[src/rtl/pwrseq_pkg.sv]
package pwrseq_pkg;

   typedef enum logic [2:0] {
      M_NOSUP  = 3'd0,
      M_BACKUP = 3'd1,
      M_OFF    = 3'd2,
      M_RESET  = 3'd3,
      M_ON     = 3'd4,
      M_SLEEP  = 3'd5
   } pmode_t;

   typedef enum logic [1:0] {
      PH_GUARD  = 2'd0,
      PH_RAMP1  = 2'd1,
      PH_RAMP2  = 2'd2,
      PH_SETTLE = 2'd3
   } rphase_t;

   typedef struct packed {
      logic rtc;
      logic flash;
      logic ana;
      logic io;
      logic core;
      logic rf;
   } regen_t;

endpackage

[src/rtl/pwrseq_timer.sv]
module pwrseq_timer #(
   parameter int W = 18
) (
   input  logic         clk,
   input  logic         rst_n,
   input  logic         tick,
   input  logic         load,
   input  logic [W-1:0] load_val,
   output logic         zero
);

   logic [W-1:0] cnt_q;

   always_ff @(posedge clk or negedge rst_n) begin
      if (!rst_n)                    cnt_q <= '0;
      else if (load)                 cnt_q <= load_val;
      else if (tick && cnt_q != '0)  cnt_q <= cnt_q - 1'b1;
   end

   assign zero = (cnt_q == '0);


   load_nonzero_chk: assert property (@(posedge clk) disable iff (!rst_n)
      (load && load_val != '0) |=> !zero);


   tmr_hold_chk: assert property (@(posedge clk) disable iff (!rst_n)
      (!load && !tick) |=> $stable(cnt_q));

endmodule

[src/rtl/pwrseq_lowfilt.sv]
module pwrseq_lowfilt #(
   parameter int LIMIT = 4
) (
   input  logic clk,
   input  logic rst_n,
   input  logic tick,
   input  logic en,
   input  logic cond,
   output logic trip
);

   localparam int CW = $clog2(LIMIT + 2);
   localparam logic [CW-1:0] TOP = CW'(LIMIT + 1);

   logic [CW-1:0] cnt_q;

   always_ff @(posedge clk or negedge rst_n) begin
      if (!rst_n)                    cnt_q <= '0;
      else if (!(en && cond))        cnt_q <= '0;
      else if (tick && cnt_q != TOP) cnt_q <= cnt_q + 1'b1;
   end

   assign trip = (cnt_q == TOP);


   trip_cause_chk: assert property (@(posedge clk) disable iff (!rst_n)
      $rose(trip) |-> $past(en && cond && tick));


   filt_hold_chk: assert property (@(posedge clk) disable iff (!rst_n)
      (!tick && en && cond) |=> $stable(cnt_q));

endmodule

[src/rtl/pwrseq_regmap.sv]
module pwrseq_regmap
   import pwrseq_pkg::*;
#(
   parameter int N_SWREG     = 4,
   parameter bit SLEEP_RF_ON = 1'b0
) (
   input  logic               clk,
   input  logic               rst_n,
   input  pmode_t             mode_q,
   input  pmode_t             mode_d,
   input  rphase_t            phase_q,
   input  logic               sw_wr,
   input  logic [N_SWREG-1:0] sw_wdata,
   output regen_t             regs,
   output logic [N_SWREG-1:0] sw_en
);

   logic rf_in_sleep;
   logic live_q, live_d;

   generate
      if (SLEEP_RF_ON) begin : g_rf_keep
         assign rf_in_sleep = 1'b1;
      end else begin : g_rf_drop
         assign rf_in_sleep = 1'b0;
      end
   endgenerate

   always_comb begin
      regs = '0;
      unique case (mode_q)
         M_NOSUP: regs = '0;
         M_BACKUP, M_OFF: regs.rtc = 1'b1;
         M_RESET: begin
            regs.rtc   = 1'b1;
            regs.flash = (phase_q == PH_RAMP2) || (phase_q == PH_SETTLE);
            regs.ana   = (phase_q == PH_SETTLE);
            regs.io    = (phase_q == PH_SETTLE);
            regs.core  = (phase_q == PH_SETTLE);
            regs.rf    = (phase_q == PH_SETTLE);
         end
         M_ON: regs = '1;
         M_SLEEP: begin
            regs.rtc   = 1'b1;
            regs.flash = 1'b1;
            regs.io    = 1'b1;
            regs.core  = 1'b1;
            regs.rf    = rf_in_sleep;
         end
         default: regs = '0;
      endcase
   end

   assign live_q = (mode_q == M_ON) || (mode_q == M_SLEEP);
   assign live_d = (mode_d == M_ON) || (mode_d == M_SLEEP);

   always_ff @(posedge clk or negedge rst_n) begin
      if (!rst_n)              sw_en <= '0;
      else if (!live_d)        sw_en <= '0;
      else if (sw_wr && live_q) sw_en <= sw_wdata;
   end


   sw_write_chk: assert property (@(posedge clk) disable iff (!rst_n)
      (sw_wr && live_q && live_d) |=> (sw_en == $past(sw_wdata)));

endmodule

[src/rtl/pwr_mode_seq.sv]
module pwr_mode_seq
   import pwrseq_pkg::*;
#(
   parameter int TW           = 18,
   parameter int WAKE_TICKS   = 20000,
   parameter int GUARD_TICKS  = 50000,
   parameter int FLASH_TICKS  = 200000,
   parameter int CORE_TICKS   = 500,
   parameter int SETTLE_TICKS = 20000,
   parameter int CUTOFF_TICKS = 5,
   parameter int SLEEP_TICKS  = 60,
   parameter int N_WDOG       = 3,
   parameter int N_SWREG      = 4,
   parameter bit SLEEP_RF_ON  = 1'b0
) (
   input  logic               clk,
   input  logic               rst_n,
   input  logic               tick,
   input  logic               vbat_above_hi,
   input  logic               vbat_below_lo,
   input  logic               backup_ok,
   input  logic               vbat_pwrup_ok,
   input  logic               vbat_below_cut,
   input  logic               key_press,
   input  logic               charger_in,
   input  logic               alarm_in,
   input  logic               sleep_req_n,
   input  logic [N_WDOG-1:0]  wdog_expired,
   input  logic               thermal_fault,
   input  logic               sw_wr,
   input  logic [N_SWREG-1:0] sw_wdata,
   output logic [2:0]         mode,
   output logic               rtc_en,
   output logic               flash_en,
   output logic               ana_en,
   output logic               io_en,
   output logic               core_en,
   output logic               rf_en,
   output logic [N_SWREG-1:0] sw_en
);

   localparam logic [TW-1:0] T_WAKE   = TW'(WAKE_TICKS);
   localparam logic [TW-1:0] T_GUARD  = TW'(GUARD_TICKS);
   localparam logic [TW-1:0] T_FLASH  = TW'(FLASH_TICKS);
   localparam logic [TW-1:0] T_CORE   = TW'(CORE_TICKS);
   localparam logic [TW-1:0] T_SETTLE = TW'(SETTLE_TICKS);
   localparam int            T_LIMIT  = 1 << TW;

   initial begin
      assert (WAKE_TICKS   >= 1 && WAKE_TICKS   < T_LIMIT) else $error("WAKE_TICKS out of range");
      assert (GUARD_TICKS  >= 1 && GUARD_TICKS  < T_LIMIT) else $error("GUARD_TICKS out of range");
      assert (FLASH_TICKS  >= 1 && FLASH_TICKS  < T_LIMIT) else $error("FLASH_TICKS out of range");
      assert (CORE_TICKS   >= 1 && CORE_TICKS   < T_LIMIT) else $error("CORE_TICKS out of range");
      assert (SETTLE_TICKS >= 1 && SETTLE_TICKS < T_LIMIT) else $error("SETTLE_TICKS out of range");
      assert (CUTOFF_TICKS >= 1 && SLEEP_TICKS >= 1)        else $error("filter limits must be positive");
      assert (N_WDOG >= 1 && N_SWREG >= 1)                  else $error("bank widths must be positive");
   end

   pmode_t  mode_q, mode_d;
   rphase_t phase_q, phase_d;
   logic    pend_q, pend_d;
   logic    tload;
   logic [TW-1:0] tval;
   logic    tzero;
   logic    cut_trip, slp_trip;
   logic    any_wd, wake, lost;
   pmode_t  drop_mode;
   regen_t  regs;

   assign any_wd    = |wdog_expired;
   assign wake      = key_press | charger_in | alarm_in;
   assign lost      = vbat_below_lo;
   assign drop_mode = backup_ok ? M_BACKUP : M_NOSUP;

   pwrseq_timer #(.W(TW)) u_timer (
      .clk      (clk),
      .rst_n    (rst_n),
      .tick     (tick),
      .load     (tload),
      .load_val (tval),
      .zero     (tzero)
   );

   pwrseq_lowfilt #(.LIMIT(CUTOFF_TICKS)) u_cut_filt (
      .clk   (clk),
      .rst_n (rst_n),
      .tick  (tick),
      .en    (mode_q == M_ON),
      .cond  (vbat_below_cut),
      .trip  (cut_trip)
   );

   pwrseq_lowfilt #(.LIMIT(SLEEP_TICKS)) u_slp_filt (
      .clk   (clk),
      .rst_n (rst_n),
      .tick  (tick),
      .en    (mode_q == M_ON),
      .cond  (!sleep_req_n),
      .trip  (slp_trip)
   );

   always_comb begin
      mode_d  = mode_q;
      phase_d = phase_q;
      pend_d  = pend_q;
      tload   = 1'b0;
      tval    = '0;
      unique case (mode_q)
         M_NOSUP, M_BACKUP: begin
            if (vbat_above_hi) begin
               mode_d  = M_RESET;
               phase_d = PH_GUARD;
               tload   = 1'b1;
               tval    = T_GUARD;
            end else if (mode_q == M_BACKUP && !backup_ok) begin
               mode_d = M_NOSUP;
            end
         end
         M_OFF: begin
            if (lost) begin
               mode_d = drop_mode;
            end else if (!pend_q) begin
               if (wake) begin
                  pend_d = 1'b1;
                  tload  = 1'b1;
                  tval   = T_WAKE;
               end
            end else if (tzero) begin
               mode_d  = M_RESET;
               phase_d = PH_GUARD;
               tload   = 1'b1;
               tval    = T_GUARD;
            end
         end
         M_RESET: begin
            if (lost) begin
               mode_d = drop_mode;
            end else if (any_wd) begin
               mode_d = M_OFF;
            end else begin
               unique case (phase_q)
                  PH_GUARD: begin
                     if (vbat_pwrup_ok) begin
                        phase_d = PH_RAMP1;
                        tload   = 1'b1;
                        tval    = T_FLASH;
                     end else if (tzero) begin
                        mode_d = M_OFF;
                     end
                  end
                  PH_RAMP1: if (tzero) begin
                     phase_d = PH_RAMP2;
                     tload   = 1'b1;
                     tval    = T_CORE;
                  end
                  PH_RAMP2: if (tzero) begin
                     phase_d = PH_SETTLE;
                     tload   = 1'b1;
                     tval    = T_SETTLE;
                  end
                  PH_SETTLE: if (tzero) mode_d = M_ON;
                  default: phase_d = PH_GUARD;
               endcase
            end
         end
         M_ON: begin
            if (lost)                        mode_d = drop_mode;
            else if (any_wd || thermal_fault) mode_d = M_OFF;
            else if (cut_trip)               mode_d = M_OFF;
            else if (slp_trip)               mode_d = M_SLEEP;
         end
         M_SLEEP: begin
            if (lost)                        mode_d = drop_mode;
            else if (any_wd || thermal_fault) mode_d = M_OFF;
            else if (sleep_req_n)            mode_d = M_ON;
         end
         default: mode_d = M_NOSUP;
      endcase
      if (mode_d != M_OFF) pend_d = 1'b0;
   end

   always_ff @(posedge clk or negedge rst_n) begin
      if (!rst_n) begin
         mode_q  <= M_NOSUP;
         phase_q <= PH_GUARD;
         pend_q  <= 1'b0;
      end else begin
         mode_q  <= mode_d;
         phase_q <= phase_d;
         pend_q  <= pend_d;
      end
   end

   pwrseq_regmap #(.N_SWREG(N_SWREG), .SLEEP_RF_ON(SLEEP_RF_ON)) u_regmap (
      .clk      (clk),
      .rst_n    (rst_n),
      .mode_q   (mode_q),
      .mode_d   (mode_d),
      .phase_q  (phase_q),
      .sw_wr    (sw_wr),
      .sw_wdata (sw_wdata),
      .regs     (regs),
      .sw_en    (sw_en)
   );

   assign mode     = mode_q;
   assign rtc_en   = regs.rtc;
   assign flash_en = regs.flash;
   assign ana_en   = regs.ana;
   assign io_en    = regs.io;
   assign core_en  = regs.core;
   assign rf_en    = regs.rf;


   on_after_ramp_chk: assert property (@(posedge clk) disable iff (!rst_n)
      (mode_q == M_ON && $past(mode_q) == M_RESET) |-> $past(core_en && flash_en));


   core_after_flash_chk: assert property (@(posedge clk) disable iff (!rst_n)
      ($rose(core_en) && mode_q == M_RESET) |-> $past(flash_en));


   sleep_entry_chk: assert property (@(posedge clk) disable iff (!rst_n)
      (mode_q == M_SLEEP && $past(mode_q) != M_SLEEP) |-> $past(mode_q) == M_ON);


   reset_entry_chk: assert property (@(posedge clk) disable iff (!rst_n)
      (mode_q == M_RESET && $past(mode_q) != M_RESET)
         |-> ($past(mode_q) inside {M_NOSUP, M_BACKUP, M_OFF}));


   supply_drop_chk: assert property (@(posedge clk) disable iff (!rst_n)
      ($past(vbat_below_lo) && ($past(mode_q) inside {M_OFF, M_RESET, M_ON, M_SLEEP}))
         |-> (mode_q inside {M_BACKUP, M_NOSUP}));


   wdog_off_chk: assert property (@(posedge clk) disable iff (!rst_n)
      ($past(any_wd) && !$past(vbat_below_lo) && ($past(mode_q) inside {M_RESET, M_ON, M_SLEEP}))
         |-> mode_q == M_OFF);


   sw_clear_chk: assert property (@(posedge clk) disable iff (!rst_n)
      !(mode_q inside {M_ON, M_SLEEP}) |-> sw_en == '0);

endmodule

[config.mk]
export PLATFORM = sky130hd
export DESIGN_NAME = pwr_mode_seq
export DESIGN_NICKNAME = d
export VERILOG_FILES = /design/src/rtl/pwrseq_pkg.sv /design/src/rtl/pwrseq_timer.sv /design/src/rtl/pwrseq_lowfilt.sv /design/src/rtl/pwrseq_regmap.sv /design/src/rtl/pwr_mode_seq.sv
export SDC_FILE = /design/constraint.sdc
export NUM_CORES = 1
export LEC_CHECK = 0
export ABC_AREA = 1
export ABC_CLOCK_PERIOD_IN_PS = 1770
export BUFFER_PORTS_ARGS = -buffer_cell sky130_fd_sc_hd__buf_2
export CAP_MARGIN = 40
export CORE_MARGIN = 8
export CORE_UTILIZATION = 48
export CTS_CLUSTER_DIAMETER = 150
export DETAILED_ROUTE_END_ITERATION = 12
export PLACE_DENSITY = 0.71
export SYNTH_ARGS = -nofsm -noshare
export SYNTH_HDL_FRONTEND = slang
export SYNTH_SLANG_ARGS = --single-unit
export TNS_END_PERCENT = 20
[constraint.sdc]
create_clock -name clk -period 1.77 [get_ports clk]
set_clock_uncertainty 0.05 [all_clocks]
set_input_delay 0.2655 -clock clk [delete_from_list [all_inputs] [get_ports clk]]
set_output_delay 0.2655 -clock clk [all_outputs]
set_load 0.02 [all_outputs]
==> results_dict.tcl <==
set metrics [dict create \
    status "complete, but fails checks" \
    violations "setup timing" \
    grt.total_usage_pct 19.2 \
    required_ps 1960 \
    layout-drive-gt1-share_pct 40.4 \
    hold_viol 0 \
    htree_levels 2 \
    fmax_mhz 529 \
    syn_nets 395 \
    drc 0 \
    routed_wl_mm 8.01 \
    ys_ff_latch 37 \
    async_flop_share_pct 100 \
    p_seq_share_pct 24.6 \
    antenna_left 0 \
    p_leak_nw 1.96 \
    firstDrtPassIters 4 \
    cp-end-kind "flop" \
    comb_power_share_pct 60.0 \
    utilization_pct 71.9 \
    hold_slack_ps 167 \
    fin_crit_ps 1890 \
    crit_arrival_ps 2080 \
    cp_slowest_cell "dfrtp_1" \
    hold_class "in -> reg" \
    ys_top_cells_by_area "dfrtp_1 (35%), nand2_1 (13%), nor2_1 (8.0%)" \
    clk_path_buf_depth 2 \
    grt_pass1_vias 2925 \
    dr.first_iter.drc_count 277 \
    rows 27 \
    p_sw_share_pct 41.5 \
    switching_power_mw 2.07 \
    p_int_mw 2.93 \
    tightest_slew_ps 525 \
    r2r-end "u_timer.cnt_q[5]" \
    dp_hpwl_mm 5.62 \
    cp-start-kind "flop" \
    area_growth_pct 48.2 \
    layout.nets 521 \
    io_pins 34 \
    syn_avg_cell_area_um2 7.19 \
    cts_buffers 5 \
    cts_tree "yes" \
    rsz0062_at_grt "yes" \
    vias_per_cell 5.13 \
    min_from "sw_wdata[2]" \
    ir_drop_v 0.000686 \
    yosysUniqueCellTypes 34 \
    grt_max_degree 38 \
    holdPathEnd "u_regmap.sw_en[2]" \
    grt_overflow 0 \
    critical_path_class "reg -> reg" \
    period_share_pct 107 \
    clk-insertion-delay-late_ps 310 \
    synth_edf_count 0 \
    setup_ws_ps -120 \
    die_x_um 89.9 \
    drv_slew 0 \
    synthCells 365 \
    setup-violations-final 26 \
    core_area_um2 5410 \
    num_antenna_cells 0 \
    ff2ff_path_depth 12 \
    die_height_um 89.9 \
    grt_pass1_wl_mm 13.0 \
    portBuffers 33 \
    r2r-start "u_timer.cnt_q[6]" \
    power.share.clock_pct 15.4 \
    yosys-top-cells-count "nand2_1 (91), nor2_1 (56), dfrtp_1 (37), inv_1 (37), o21ai_0 (23)" \
    seq_area_frac_synth_pct 35.3 \
    root_buffer "clkbuf_8" \
    path_clk_slew_ps 80 \
    syn_area_um2 2620 \
    wl_per_cell_um 14.2 \
    yosys.area.top_type_share_pct 35.3 \
    yosysTopAreaCell "dfrtp_1" \
    gp_congestion 0.899 \
    grt_antenna_before_repair 0 \
    path_cells "nor2_2, nand2_2, nor2_4, nand3_4, nor2_4, a21oi_4, nand2_4, buf_6, nand2_1, nand2_1, nor2_1, nor2_1" \
    max_cap_violations 0 \
    relSlewSlack_pct 64.7 \
    start_util_pct 48.5 \
    route.vias.total 2891 \
    reg2reg_setup_slack_ps -120 \
    dominantRegCellSynth "dfrtp_1" \
    hold_depth 3 \
    die_area_um2 8090 \
    power-per-cell-area_nw_per_um2 1290 \
    synth.most_common_cell "nand2_1" \
    cts_sinks 37 \
    synth_warnings 0 \
    cp_max_fo 7 \
    critPathMaxStageDelay_ps 420 \
]
## metrics by stage
step                worst slack [ps]  std cells  power [mW]  TNS (ps)  instance area [um2]
CTS                            -57.4        558        4.71      -731                 3740
detailed placement              -194        537        3.60     -2520                 3390
global route                    -243        564        5.32     -5020                 3890
global placement                -112        537        3.54     -1780                 3390
floorplan                      -12.6        365        2.55     -24.4                 2640
finish                          -120        564        5.00     -1500                 3890
## cell type report
type,count,area [um2]
repair buffers,123,896
flip-flops and latches,37,930
inverters,41,166
clock buffers,5,68.8
multi-input cells,283,1690
fillers,420,1520
well taps,72,90.1
clock inverters,3,46.3
## power groups by stage
stage	registers [mW]	logic (mW)	clock network (mW)
2_1_floorplan	1.28	1.27	0
3_3_place_gp	1.22	2.33	0
3_5_place_dp	1.23	2.37	0
4_1_cts	1.21	2.72	0.778
5_1_grt	1.25	3.26	0.812
6_report	1.23	3.00	0.771
## kinds of logic (layout without fill, tap and decap cells)
family | count (synthesis) | count (layout) | share of synthesized area, %
AOI/OAI and AO/OA | 55 | 55 | 11.9
adders and majority gates | 9 | 9 | 4.29
buffers and inverters | 45 | 172 | 7.30
DFF | 37 | 37 | 35.3
muxes | 4 | 4 | 1.53
and+or+nand+nor | 198 | 198 | 34.0
xor gates and xnor gates | 17 | 17 | 5.67
## flip-flops by register name, indices dropped and copies added (netlist names)
signal / count
mode: 3
u_cut_filt.cnt_q: 3
pend_q: 1
u_slp_filt.cnt_q: 6
u_regmap.sw_en: 4
u_timer.cnt_q: 18
phase_q: 2
## placed cells by master, fill, tap and decap left out, types with 5 or more instances in the layout
master,n
buf_4,85
nand2_1,80
nor2_1,47
dfrtp_1,34
inv_1,30
buf_2,27
nand3_1,18
o21ai_0,15
a21oi_1,14
nor2_2,12
nand2_2,12
xor2_1,10
buf_6,10
inv_2,8
o21ai_1,7
xnor2_1,7
nor2_4,6
ha_1,6
nand3_4,5
nand4_1,5
clkbuf_8,5
## how the worst max path moves through the flow
stage                 startpoint          endpoint  slack, ps  cells past startpoint
3_3_place_gp          phase_q[0]  u_timer.cnt_q[7]       -110                     10
6_report        u_timer.cnt_q[6]  u_timer.cnt_q[5]       -120                     12
3_5_place_dp          phase_q[0]  u_timer.cnt_q[0]       -190                     11
4_1_cts               phase_q[0]          flash_en        -60                      6
5_1_grt        u_timer.cnt_q[13]  u_timer.cnt_q[5]       -240                     12
2_1_floorplan            mode[2]          flash_en        -10                      5
## what timing repair did
item,in CTS,in global routing
hold buffers,1,0
hold endpoints to repair,37,0
gates resized for setup,43,36
buffers inserted,13,6
pin swaps,15,13
endpoints found under the setup margin,32,35
## per-layer routing
metal | global-route usage [%] | vias to the layer above | routed length, um
li1 | - | 1428 | -
met2 | 33.5 | 81 | 4020
met4 | 7.35 | 0 | 121
met1 | 22.6 | 1368 | 3460
met5 | 0 | - | 0
met3 | 3.74 | 14 | 400
## worst max-delay path: cells and delay by family (launching register included)
kind	cells	cell delay, ps
DFF	1	420
AOI/OAI and AO/OA	1	100
buffers and inverters	1	130
and+or+nand+nor	10	1110
(Power assumes the default switching activity.)
